**src/rtl/serial_slot_tx.sv**
```systemverilog
module serial_slot_tx #(
  parameter int BYTE_W  = 8,
  parameter int RUN_MAX = 5
) (
  input  logic              clk,
  input  logic              rst_n,
  input  logic              wr_en,
  input  logic [BYTE_W-1:0] wr_data,
  input  logic              stuff_en,
  input  logic              irq_en,
  input  logic              bit_req,
  output logic              tx_bit,
  output logic              empty,
  output logic              irq_n
);
  localparam int CW = $clog2(BYTE_W);
  localparam int OW = $clog2(RUN_MAX + 1);

  logic [BYTE_W-1:0] hold_q, sh_q;
  logic [CW-1:0]     cnt_q;
  logic [OW-1:0]     ones_q;

  wire stuff_now = bit_req && stuff_en && (ones_q == OW'(RUN_MAX));
  wire data_now  = bit_req && !stuff_now;
  wire first     = (cnt_q == '0);
  wire last      = (cnt_q == CW'(BYTE_W - 1));
  wire data_bit  = first ? hold_q[0] : sh_q[0];
  wire sent_bit  = stuff_now ? 1'b0 : data_bit;

  assign irq_n = !(empty && irq_en);

  always_ff @(posedge clk) begin
    if (!rst_n) begin
      hold_q <= '0;
      sh_q   <= '0;
      cnt_q  <= '0;
      ones_q <= '0;
      tx_bit <= 1'b0;
      empty  <= 1'b1;
    end else begin
      if (wr_en) hold_q <= wr_data;
      if (bit_req) begin
        tx_bit <= sent_bit;
        if (!sent_bit)                    ones_q <= '0;
        else if (ones_q != OW'(RUN_MAX))  ones_q <= ones_q + 1'b1;
      end
      if (data_now) begin
        sh_q  <= first ? (hold_q >> 1) : (sh_q >> 1);
        cnt_q <= last ? '0 : cnt_q + 1'b1;
      end
      if (wr_en)                empty <= 1'b0;
      else if (data_now && last) empty <= 1'b1;
    end
  end

  logic             req_q, stuff_q;
  logic [OW:0]      run_q;
  always_ff @(posedge clk) begin
    if (!rst_n) begin
      req_q   <= 1'b0;
      stuff_q <= 1'b0;
      run_q   <= '0;
    end else begin
      req_q   <= bit_req;
      stuff_q <= stuff_en;
      if (req_q) run_q <= tx_bit ? ((run_q == (OW+1)'(RUN_MAX + 1)) ? run_q : run_q + 1'b1) : '0;
    end
  end


  no_six_ones_chk: assert property (@(posedge clk) disable iff (!rst_n)
    (req_q && stuff_q && tx_bit) |-> (run_q < (OW+1)'(RUN_MAX)));


  shift_hold_chk: assert property (@(posedge clk) disable iff (!rst_n)
    stuff_now |=> ($stable(sh_q) && $stable(cnt_q) && !tx_bit));


  write_clears_chk: assert property (@(posedge clk) disable iff (!rst_n)
    wr_en |=> !empty);


  empty_on_strobe_chk: assert property (@(posedge clk) disable iff (!rst_n)
    $rose(empty) |-> $past(bit_req));


  bit_stable_chk: assert property (@(posedge clk) disable iff (!rst_n)
    !bit_req |=> $stable(tx_bit));
endmodule

```
**config.mk**
```make
export PLATFORM = sky130hd
export DESIGN_NAME = serial_slot_tx
export DESIGN_NICKNAME = d
export VERILOG_FILES = /design/src/rtl/serial_slot_tx.sv
export SDC_FILE = /design/constraint.sdc
export NUM_CORES = 1
export LEC_CHECK = 0
export BUFFER_PORTS_ARGS = -buffer_cell sky130_fd_sc_hd__buf_2
export CAP_MARGIN = 20
export CORE_AREA = 2 2 53 50
export DETAILED_ROUTE_END_ITERATION = 6
export DIE_AREA = 0 0 55 52
export PLACE_DENSITY = 0.69
export SLEW_MARGIN = 20
export SYNTH_ARGS = -nofsm -noshare
export SYNTH_HDL_FRONTEND = slang
export SYNTH_SLANG_ARGS = --single-unit
```
**constraint.sdc**
```tcl
create_clock -name clk -period 1.68 [get_ports clk]
set_input_delay 0.168 -clock clk [delete_from_list [all_inputs] [get_ports clk]]
set_output_delay 0.168 -clock clk [all_outputs]
set_load 0.05 [all_outputs]
```
Word level (Yosys, flattened, before mapping)
Index checks and enable logic that the tools add are counted.
{"block": "totals", "out_inout_bits": 3, "word_cells": 30, "register_bits": 24, "in_bits": 14}
{"block": "op_classes", "n_mux": 8, "add_sub_neg": 2, "reduce_logical": 10, "n_eq_ne": 4}
{"cell": "$mux W3", "n": 3}
{"cell": "$mux W7", "n": 1}
{"cell": "$add A3 B1 Y3 const B", "n": 2}
{"cell": "$eq A3 B3 Y1 const B", "n": 2}
{"cell": "$logic_and A1 B1 Y1", "n": 5}
{"cell": "$mux W1", "n": 4}
{"cell": "$logic_not A3 Y1", "n": 1}
{"cell": "$ne A3 B3 Y1 const B", "n": 1}
{"cell": "$logic_not A1 Y1", "n": 2}
{"cell": "$ne A2 B1 Y1 const B", "n": 1}
{"cell": "$reduce_and A2 Y1", "n": 1}
{"cell": "$reduce_bool A2 Y1", "n": 1}

Longest topological paths before layout
Gate-level depths: netlist of the first run.
{"block": "logic_depth", "ltp_word": 7, "depth_mapped": 8, "mapped_depth_nobuf": 6}

Least setup slack after synthesis of the first run
Ideal clock, no wire load.
{"block": "synth_timing", "kind": "reg2reg", "from": "register cnt_q[0]", "to": "register ones_q[0]", "path_stages_with_launch": 8, "t_arrival_ns": 1.456, "slack_ns": 0.104, "required_ns": 1.560, "path_cell_list": "dfxtp_1 inv_1 ha_1 nand2b_4 buf_12 mux2i_2 a2111oi_2 o31a_1"}
{"block": "synth_between", "elab_chain_cells": 5, "elab_cells_between_ends": 6, "cone_classes": "eq/ne: 1; mux: 3; reduce/logical: 2"}
{"element": "from (decl)", "line": "20", "source": "logic [CW-1:0] cnt_q;"}
{"element": "from (signal assigned)", "line": "49", "source": "cnt_q <= last ? '0 : cnt_q + 1'b1;"}
{"element": "$logic_not A3 Y1 *", "line": "25", "source": "wire first = (cnt_q == '0);"}
{"element": "$mux W1 *", "line": "27", "source": "wire data_bit = first ? hold_q[0] : sh_q[0];"}
{"element": "$mux W1 *", "line": "28", "source": "wire sent_bit = stuff_now ? 1'b0 : data_bit;"}
{"element": "$ne A2 B1 Y1 (no source line)"}
{"element": "$reduce_and A2 Y1 (no source line)"}
{"element": "to (signal assigned)", "line": "45", "source": "else if (ones_q != OW'(RUN_MAX)) ones_q <= ones_q + 1'b1;"}
{"element": "to (decl)", "line": "21", "source": "logic [OW-1:0] ones_q;"}
Every way passes the cells marked *; elsewhere a longest branch is shown, timed or not.
A chain may end at the register's enable or synchronous reset.

Worst setup path after layout of the first run
Ends and elaborated chain as after synthesis.

==> qor.txt, run 1 <==
Area leader, netlist -> dfxtp_1
Post-synth net total -> 128
Final min period -> 1.552 ns
Top cell type's share of synthesized area -> 41.82%
Final core occ -> 52.57%
Synth Cell Area -> 0.001101 mm^2
Critical path type -> reg -> reg
Final ANT Viol Nets -> 0
Maxcap violations -> 0
Dpl cells -> 149
RePlAce Congestion -> 0.8025
Fillers -> 221
Slew Viols, Final -> 0
Die ar. -> 0.002860 mm^2
Max H-tree Level -> 1
YS warnings -> 0
Pre-CTS WS -> 0.06559 ns
Synth area leaders -> dfxtp_1, mux2i_1, ha_1
Cell Area, Placed -> 0.001190 mm^2
Routed len/inst -> 12.35 um
Worst path required time -> 1.91 ns
Iteration-0 DRC Markers -> 3
I/O Pins -> 17
Area taken by multi-input logic gates -> 594.3 um^2
Highest clock rate -> 644.4 MHz
Vias -> 800
# DRC -> 0
Worst-margin pin slew -> 0.3841 ns
Core area -> 0.002340 mm^2
Setup bufs post-CTS -> 0
Chip height -> 52 um
Setup Total Neg Slack -> 0 ns
Clk slew on worst S/H paths -> 0.13 ns
Initial antenna violation count -> 0
Net Sw Frac -> 27.39%
Worst EP arrival -> 1.78 ns
Final Cell Area -> 0.001230 mm^2
Synthesized flop and latch total -> 23
Peak VDD IR -> 0.0005925 V
Reg power frac -> 58.2%
Synth cell types -> 27
Post-DP HPWL -> 1.353 mm
P_leak -> 0.5676 nW
CP endpoint kind -> register
Hold_buf cts -> 0
Status -> completed
Largest net degree at the start of global routing -> 26
Final wirelength -> 1.890 mm
Global-route wire length before repair -> 3.353 mm
Startpoint type of the worst setup path -> register
Post-route setup slack -> 0.1283 ns
Die X-Extent -> 55 um
Final hold vios -> 0
DR pass1 iterations -> 2
Fin nets -> 145
PwrDens -> 830.5 mW/mm^2
Worst-Skew Late Latency -> 0.32 ns
# diodes -> 0
Tightest Hold Check Type -> in -> reg
Clock buffer depth -> 2
PostCTS Resize Cnt -> 0
CTS tree -> done
Via density -> 5.229
TritonCTS buffer count -> 3
Pint -> 0.7417 mW
Clock share of power -> 26.0%
Synthesized instance count -> 109
RSZ-0062 raised after global routing -> no
Final period utilization -> 92.36%
Worst-path maximum fanout -> 5
Fin cells -> 153
Initial core utilization -> 47.06%
Clk root buf -> clkbuf_4
Rows -> 17
Register area share after synthesis -> 41.82%
Reg area -> 460.4 um^2
Slew headroom -> 74.39%
Number of port buffers -> 16
Share of post-route cells with drive strength above 1 -> 21.60%
Tot GR Track Use -> 16.51%
Setup Skew -> 0.006986 ns
NetSw -> 0.2798 mW
Vias in the first global route -> 769
Synth-to-layout area growth -> 11.70%
Power share of the combinational group -> 15.8%
Post-Syn Area per Cell -> 10.10 um^2
Clk sinks -> 23
Final setup viols -> 0
Total gr overflow -> 0
[flip-flops by register name, summed over array words and instances (netlist names)]
signal  flops
ones_q      3
hold_q      8
sh_q        7
tx_bit      1
empty       1
cnt_q       3
[power by group through the flow]
stage	Sequential (mW)	Combinational (mW)	Clock (mW)
final	0.594	0.162	0.265
after global routing	0.599	0.181	0.301
after CTS	0.593	0.160	0.282
after detailed placement	0.605	0.159	0
after global placement	0.604	0.156	0
after floorplan	0.610	0.121	0
[synthesized netlist by cell type, drive strengths merged]
library cell	n
a2111oi	1
a21boi	4
a21oi	3
a31o	1
and2	2
buf	3
clkbuf	3
dfxtp	23
ha	5
inv	4
mux2i	16
nand2	15
nand2b	1
nand3	2
nand3b	1
nand4b	2
nor2	1
nor2b	9
nor4b	1
o211a	6
o21a	1
o21ai	1
o2bb2ai	1
o31a	1
or3	2
[kinds of logic (layout without fill, tap and decap cells)]
logic type                 Yosys count  after routing  synth area share, %
buffers and inverters               10             26                5.113
AOI/OAI and AO/OA                   19             19                14.43
and+or+nand+nor                     36             36                18.07
muxes                               16             16                14.89
DFF                                 23             23                41.82
adders and majority gates            5              5                5.682
[through the flow]
step	hold slack (ns)	total power [mW]
finish	0.09881	1.021
global route	0.1061	1.081
CTS	0.09247	1.035
detailed placement	0.4358	0.7649
global placement	0.4275	0.7602
floorplan	0.3218	0.7308
[area by class of cell]
type | instances | share of cell area [%]
multi-input cells | 76 | 48.32
well taps | 28 | 2.848
clock buffers | 3 | 1.831
clock inverters | 1 | 0.6104
repair buffers | 18 | 7.731
flip-flops and latches | 23 | 37.44
inverters | 4 | 1.221
[routing by layer]
layer	GRT usage, %	vias up	part of all wire, %
li1	-	413	-
met1	20.64	372	48
met2	25.60	13	46
met3	6.034	2	4.1
met4	6.098	0	1.3
met5	0	-	0
[final timing paths]
check | start | to | slack, ns | cells past startpoint
worst min register to register | sh_q[6]$_SDFFE_PN0P_ | sh_q[6]$_SDFFE_PN0P_ | 0.49 | 2
worst max register to register | cnt_q[0]$_SDFFE_PN0P_ | ones_q[0]$_SDFFE_PN0P_ | 0.13 | 6
worst max-delay path | cnt_q[0]$_SDFFE_PN0P_ | ones_q[0]$_SDFFE_PN0P_ | 0.13 | 6
worst min-delay path | wr_data[1] | hold_q[1]$_SDFFE_PN0P_ | 0.1 | 3
[placed cells by master (no fill, tap or decap)]
cell         n
o211a_1      6
o21a_1       1
a21boi_0     4
nand3_1      2
and2_2       1
dfxtp_1     23
nand4b_1     2
nor4b_1      1
buf_2       16
ha_1         5
mux2i_4      1
inv_1        4
o21ai_0      1
o31a_1       1
clkbuf_4     3
clkinvlp_4   1
nand2_1     15
or3_1        2
o2bb2ai_1    1
buf_4        2
a31o_2       1
a21oi_1      3
nand3b_1     1
nor2b_1      9
nand2b_4     1
nor2_1       1
mux2i_1     15
a2111oi_2    1
and2_1       1
[critical path, cell delays in order, from the launching register on]
cell and delay (ns):
dfxtp_1 0.40, inv_1 0.06, ha_1 0.24, nand2b_4 0.11, mux2i_4 0.29, a2111oi_2 0.08
o31a_1 0.29
Note: power is estimated with default switching activity, not from simulation.
==> inputs of run 2 (changes only) <==
--- a/config.mk
+++ b/config.mk
@@ -10,7 +10,7 @@
 export CORE_AREA = 2 2 53 50
 export DETAILED_ROUTE_END_ITERATION = 6
 export DIE_AREA = 0 0 55 52
-export PLACE_DENSITY = 0.69
+export PLACE_DENSITY = 0.81
 export SLEW_MARGIN = 20
 export SYNTH_ARGS = -nofsm -noshare
 export SYNTH_HDL_FRONTEND = slang
==> run 2 against run 1 <==
Net effect:
- sequential power barely moved
- clock power decreased by 5%
- combinational power about the same
- largest cell class unchanged
- highest routed layer is now met3
- die area stayed put
==> qor.txt, run 2 (synthesis gave the netlist of run 1 again) <==
Status -> completed
Tot GR Track Use -> 16.23%
Final ANT Viol Nets -> 0
Worst EP arrival -> 1.81 ns
PwrDens -> 823.4 mW/mm^2
Worst min-delay path startpoint -> wr_data[7]
Initial antenna violation count -> 0
Tightest Hold Check Type -> in -> reg
# DRC -> 0
CP endpoint kind -> register
Final wirelength -> 2.004 mm
Post-DP HPWL -> 1.434 mm
CTS tree -> done
Largest stage delay on the critical path -> 0.40 ns
Core area -> 0.002340 mm^2
Largest net degree at the start of global routing -> 26
Routed len/inst -> 13.10 um
Clk root buf -> clkbuf_4
Worst r2r src -> cnt_q[0]$_SDFFE_PN0P_
Vias -> 824
Worst-Skew Late Latency -> 0.31 ns
Rows -> 17
Global-route wire length before repair -> 3.312 mm
Largest regs -> hold_q x8, sh_q x7
Vias in the first global route -> 766
Chip height -> 52 um
Via density -> 5.386
DR pass1 iterations -> 4
Reg area -> 460.4 um^2
Startpoint type of the worst setup path -> register
Cell Chain, Critical Path -> inv_1 > ha_1 > nand2b_4 > mux2i_4 > a2111oi_2 > o31a_1
Max reg flops -> 8
Final setup viols -> 0
P_leak -> 0.5714 nW
# diodes -> 0
Area taken by multi-input logic gates -> 594.3 um^2
Setup Skew -> 0.004692 ns
Maxcap violations -> 0
Die ar. -> 0.002860 mm^2
Clk sinks -> 23
Worst-margin pin slew -> 0.3825 ns
Crit path from -> cnt_q[0]$_SDFFE_PN0P_
Fin nets -> 145
RePlAce Congestion -> 0.7293
Slew Viols, Final -> 0
Final period utilization -> 95.35%
Share of post-route cells with drive strength above 1 -> 21.60%
Final hold vios -> 0
Initial core utilization -> 47.06%
Worst-path maximum fanout -> 5
Max H-tree Level -> 1
Clk slew on worst S/H paths -> 0.13 ns
Final min period -> 1.602 ns
Most frequent cells in the layout -> dfxtp_1, buf_2, nand2_1, mux2i_1, nor2b_1
Critical path type -> reg -> reg
Highest clock rate -> 624.2 MHz
I/O Pins -> 17
Commonest non-fill, non-tap cell in the layout -> dfxtp_1
Total gr overflow -> 0
Die X-Extent -> 55 um
Slew headroom -> 74.50%
Number of port buffers -> 16
TritonCTS buffer count -> 3
Hold_buf cts -> 0
RSZ-0062 raised after global routing -> no
Peak VDD IR -> 0.0005571 V
Worst path required time -> 1.89 ns
CP max stage cell -> dfxtp_1
Fillers -> 224
Top reg by flops -> hold_q
Iteration-0 DRC Markers -> 10
Clock buffer depth -> 2
Hold_ws -> 0.1087 ns
Setup Total Neg Slack -> 0 ns
Synth-to-layout area growth -> 11.48%
-- run 2: cell types whose count changed in the layout (fill, tap and decap cells not counted) --
cell	delta
clkinv_2	+1
clkinvlp_4	-1
-- run 2: path summary, 6_finish.rpt --
path                                          endpoint  slack, ns  depth (start not counted)
worst max register to register  ones_q[0]$_SDFFE_PN0P_       0.08                          6
worst max-delay path            ones_q[0]$_SDFFE_PN0P_       0.08                          6
worst min register to register    sh_q[6]$_SDFFE_PN0P_       0.48                          2
worst min-delay path            hold_q[7]$_SDFFE_PN0P_       0.11                          3
-- run 2: repair_timing --
item,4_1_cts,5_1_grt
setup endpoints to repair,0,3
setup buffers,0,0
gates resized for setup,0,2
-- run 2: worst max-delay path: cells and delay by family, from the launching register on --
family	cells	cell delay, ns
AOI/OAI and AO/OA	2	0.39
adders and majority gates	1	0.24
buffers and inverters	1	0.07
DFF	1	0.40
muxes	1	0.30
and+or+nand+nor	1	0.11
-- run 2: layout make-up --
cell class	count	share of cell area (%)
tap	28	2.854
clock inverter	1	0.4077
timing repair buffer	18	7.747
clock buffer	3	1.835
sequential	23	37.51
inverter	4	1.223
multi-input combinational	76	48.42
-- run 2: metrics by stage --
step | cells | total power [mW] | util [%] | setup slack [ns] | area (um^2)
2_1_floorplan | 109 | 0.7308 | - | 0.1041 | 1101
3_3_place_gp | 149 | 0.7578 | 50.86 | 0.1215 | 1190
3_5_place_dp | 149 | 0.7654 | 50.86 | 0.03734 | 1190
4_1_cts | 153 | 1.023 | 52.03 | 0.01504 | 1217
5_1_grt | 153 | 1.072 | 52.46 | 0.02002 | 1227
6_report | 153 | 1.011 | 52.46 | 0.07805 | 1227
-- run 2: layer usage --
metal | wire [um] | GRT usage, %
met3 | 113 | 6.034
met4 | 0 | 2.439
met1 | 886 | 19.49
met2 | 1003 | 27.78
met5 | 0 | 0
-- run 2: where the power goes --
part           switching (mW)  internal, mW  total, mW
sequential             0.0192         0.575      0.594
clock                   0.164        0.0889      0.253
combinational          0.0879        0.0761      0.164
total                   0.271         0.740       1.01
==> inputs of run 3 (changes only) <==
--- a/config.mk
+++ b/config.mk
@@ -10,7 +10,7 @@
 export CORE_AREA = 2 2 53 50
 export DETAILED_ROUTE_END_ITERATION = 6
 export DIE_AREA = 0 0 55 52
-export PLACE_DENSITY = 0.81
+export PLACE_DENSITY = 0.78
 export SLEW_MARGIN = 20
 export SYNTH_ARGS = -nofsm -noshare
 export SYNTH_HDL_FRONTEND = slang
==> constraint.sdc (replaced) <==
create_clock -name clk -period 1.55 [get_ports clk]
set_input_delay 0.155 -clock clk [delete_from_list [all_inputs] [get_ports clk]]
set_output_delay 0.155 -clock clk [all_outputs]
set_load 0.05 [all_outputs]
==> run 3 against run 2 <==
Net effect:
- power rose by 8.0%
- sequential share of layout area barely moved
- highest routed layer is now met4
- flip-flop and latch count did not move
- first-iteration DRC count did not move
- global-route usage fell by 1.0 points
- non-clock buffer count did not move
- routed wire length fell by 8.0%
- utilization rose by 0.37 points
- cell count did not move
- die area did not move
==> qor.txt, run 3 (synthesis gave the netlist of run 1 again) <==
Final setup viols -> 0
Power share of the combinational group -> 16.2%
Status -> completed
# DRC -> 0
Fin nets -> 145
Tot GR Track Use -> 15.19%
NetSw -> 0.2829 mW
Chip height -> 52 um
Worst EP arrival -> 1.72 ns
PwrDens -> 882.8 mW/mm^2
Net Sw Frac -> 25.93%
Fillers -> 219
Worst-margin pin slew -> 0.3781 ns
Final period utilization -> 93.79%
Final ANT Viol Nets -> 0
PostCTS Resize Cnt -> 1
Largest regs -> hold_q x8, sh_q x7
Max reg flops -> 8
Clock share of power -> 24.7%
Largest net degree at the start of global routing -> 26
Global-route wire length before repair -> 3.091 mm
Rows -> 17
Synth-to-layout area growth -> 12.27%
Die ar. -> 0.002860 mm^2
Final core occ -> 52.83%
Met2 Use GR -> 23.81%
Peak VDD IR -> 0.0007931 V
Clock buffer depth -> 2
Pint -> 0.8083 mW
Final min period -> 1.454 ns
CP max stage cell -> dfxtp_2
Cell Chain, Critical Path -> inv_1 > ha_2 > nand2b_4 > mux2i_4 > a2111oi_2 > o31a_1
Top reg by flops -> hold_q
Crit path from -> cnt_q[0]$_SDFFE_PN0P_
Via density -> 5.235
Maxcap violations -> 0
Final hold vios -> 0
Worst path required time -> 1.81 ns
Global Route met3 Usage -> 6.034%
DR pass1 iterations -> 4
Clk root buf -> clkbuf_4
Routed len/inst -> 12.05 um
Final wirelength -> 1.844 mm
TritonCTS buffer count -> 3
Initial core utilization -> 47.06%
Max H-tree Level -> 1
Startpoint type of the worst setup path -> register
Most frequent cells in the layout -> dfxtp_1, buf_2, mux2i_1
# diodes -> 0
Number of port buffers -> 16
Slew Viols, Final -> 0
Slew headroom -> 74.79%
Hold_ws -> 0.09868 ns
Clk sinks -> 23
CTS tree -> done
Vias in the first global route -> 715
Iteration-0 DRC Markers -> 10
Setup bufs post-CTS -> 0
Worst-Skew Late Latency -> 0.31 ns
Top Usage Layer GRT -> met2
RePlAce Congestion -> 0.7107
Tightest Hold Check Type -> in -> reg
Worst-path maximum fanout -> 5
Share of post-route cells with drive strength above 1 -> 24.80%
Vias -> 801
Highest clock rate -> 687.8 MHz
I/O Pins -> 17
P_leak -> 0.5705 nW
Reg power frac -> 59.1%
Overall power -> 1.091 mW
Largest stage delay on the critical path -> 0.35 ns
Die X-Extent -> 55 um
Setup Skew -> 0.007324 ns
Initial antenna violation count -> 0
CP endpoint kind -> register
Commonest non-fill, non-tap cell in the layout -> dfxtp_1
Clk slew on worst S/H paths -> 0.12 ns
Core area -> 0.002340 mm^2
Cell family with most CP delay -> compound AO/OA/AOI/OAI gates
Post-DP HPWL -> 1.341 mm
Total gr overflow -> 0
Critical path type -> reg -> reg
GR Util met1 -> 19.35%
Worst min-delay path startpoint -> wr_data[7]
Hold_buf cts -> 0
Worst r2r src -> cnt_q[0]$_SDFFE_PN0P_
Number of buffers and inverters on the critical path -> 1
## run 3: cell count changes in the layout (fill, tap and decap cells not counted), sizes merged
cell | before | now
clkbuf | 3 | 4
clkinv | 1 | 0
## run 3: per-stage QoR
stage                      TNS [ns]  instances  area [um^2]  setup slack [ns]
after global routing      -0.007733        153         1236         -0.007733
after floorplan                   0        109         1110           0.02447
final                             0        153         1236           0.09618
after global placement            0        149         1199           0.01302
after detailed placement   -0.05348        149         1199          -0.05348
after CTS                         0        153         1226           0.02177
## run 3: worst min-delay path, stage by stage
cell,delay (ns)
buf_2,0.08
mux2i_1,0.05
nor2b_1,0.09
## run 3: area by class of cell
class                      instances  area, um^2  area share [%]
inverter                           4       15.01           1.215
clock buffer                       4       26.28           2.125
tap                               28       35.03           2.834
timing repair buffer              18       95.09           7.692
multi-input combinational         76       600.6           48.58
sequential                        23       464.2           37.55
## run 3: final timing paths
check             cells past startpoint  slack (ns)                      to
hold reg to reg                       2        0.49   cnt_q[1]$_SDFFE_PN0P_
hold / removal                        3         0.1  hold_q[7]$_SDFFE_PN0P_
setup / recovery                      6         0.1  ones_q[0]$_SDFFE_PN0P_
setup reg to reg                      6         0.1  ones_q[0]$_SDFFE_PN0P_
## run 3: power groups by stage
stage | clock network [mW] | registers (mW) | logic [mW]
after floorplan | 0 | 0.663 | 0.135
after global routing | 0.323 | 0.649 | 0.195
after detailed placement | 0 | 0.657 | 0.176
after CTS | 0.286 | 0.644 | 0.177
after global placement | 0 | 0.656 | 0.172
final | 0.270 | 0.644 | 0.177
## run 3: routing by layer
metal | up-vias | wire (um)
met4 | 0 | 11
met5 | - | 0
li1 | 412 | -
met2 | 17 | 868
met1 | 369 | 861
met3 | 3 | 103
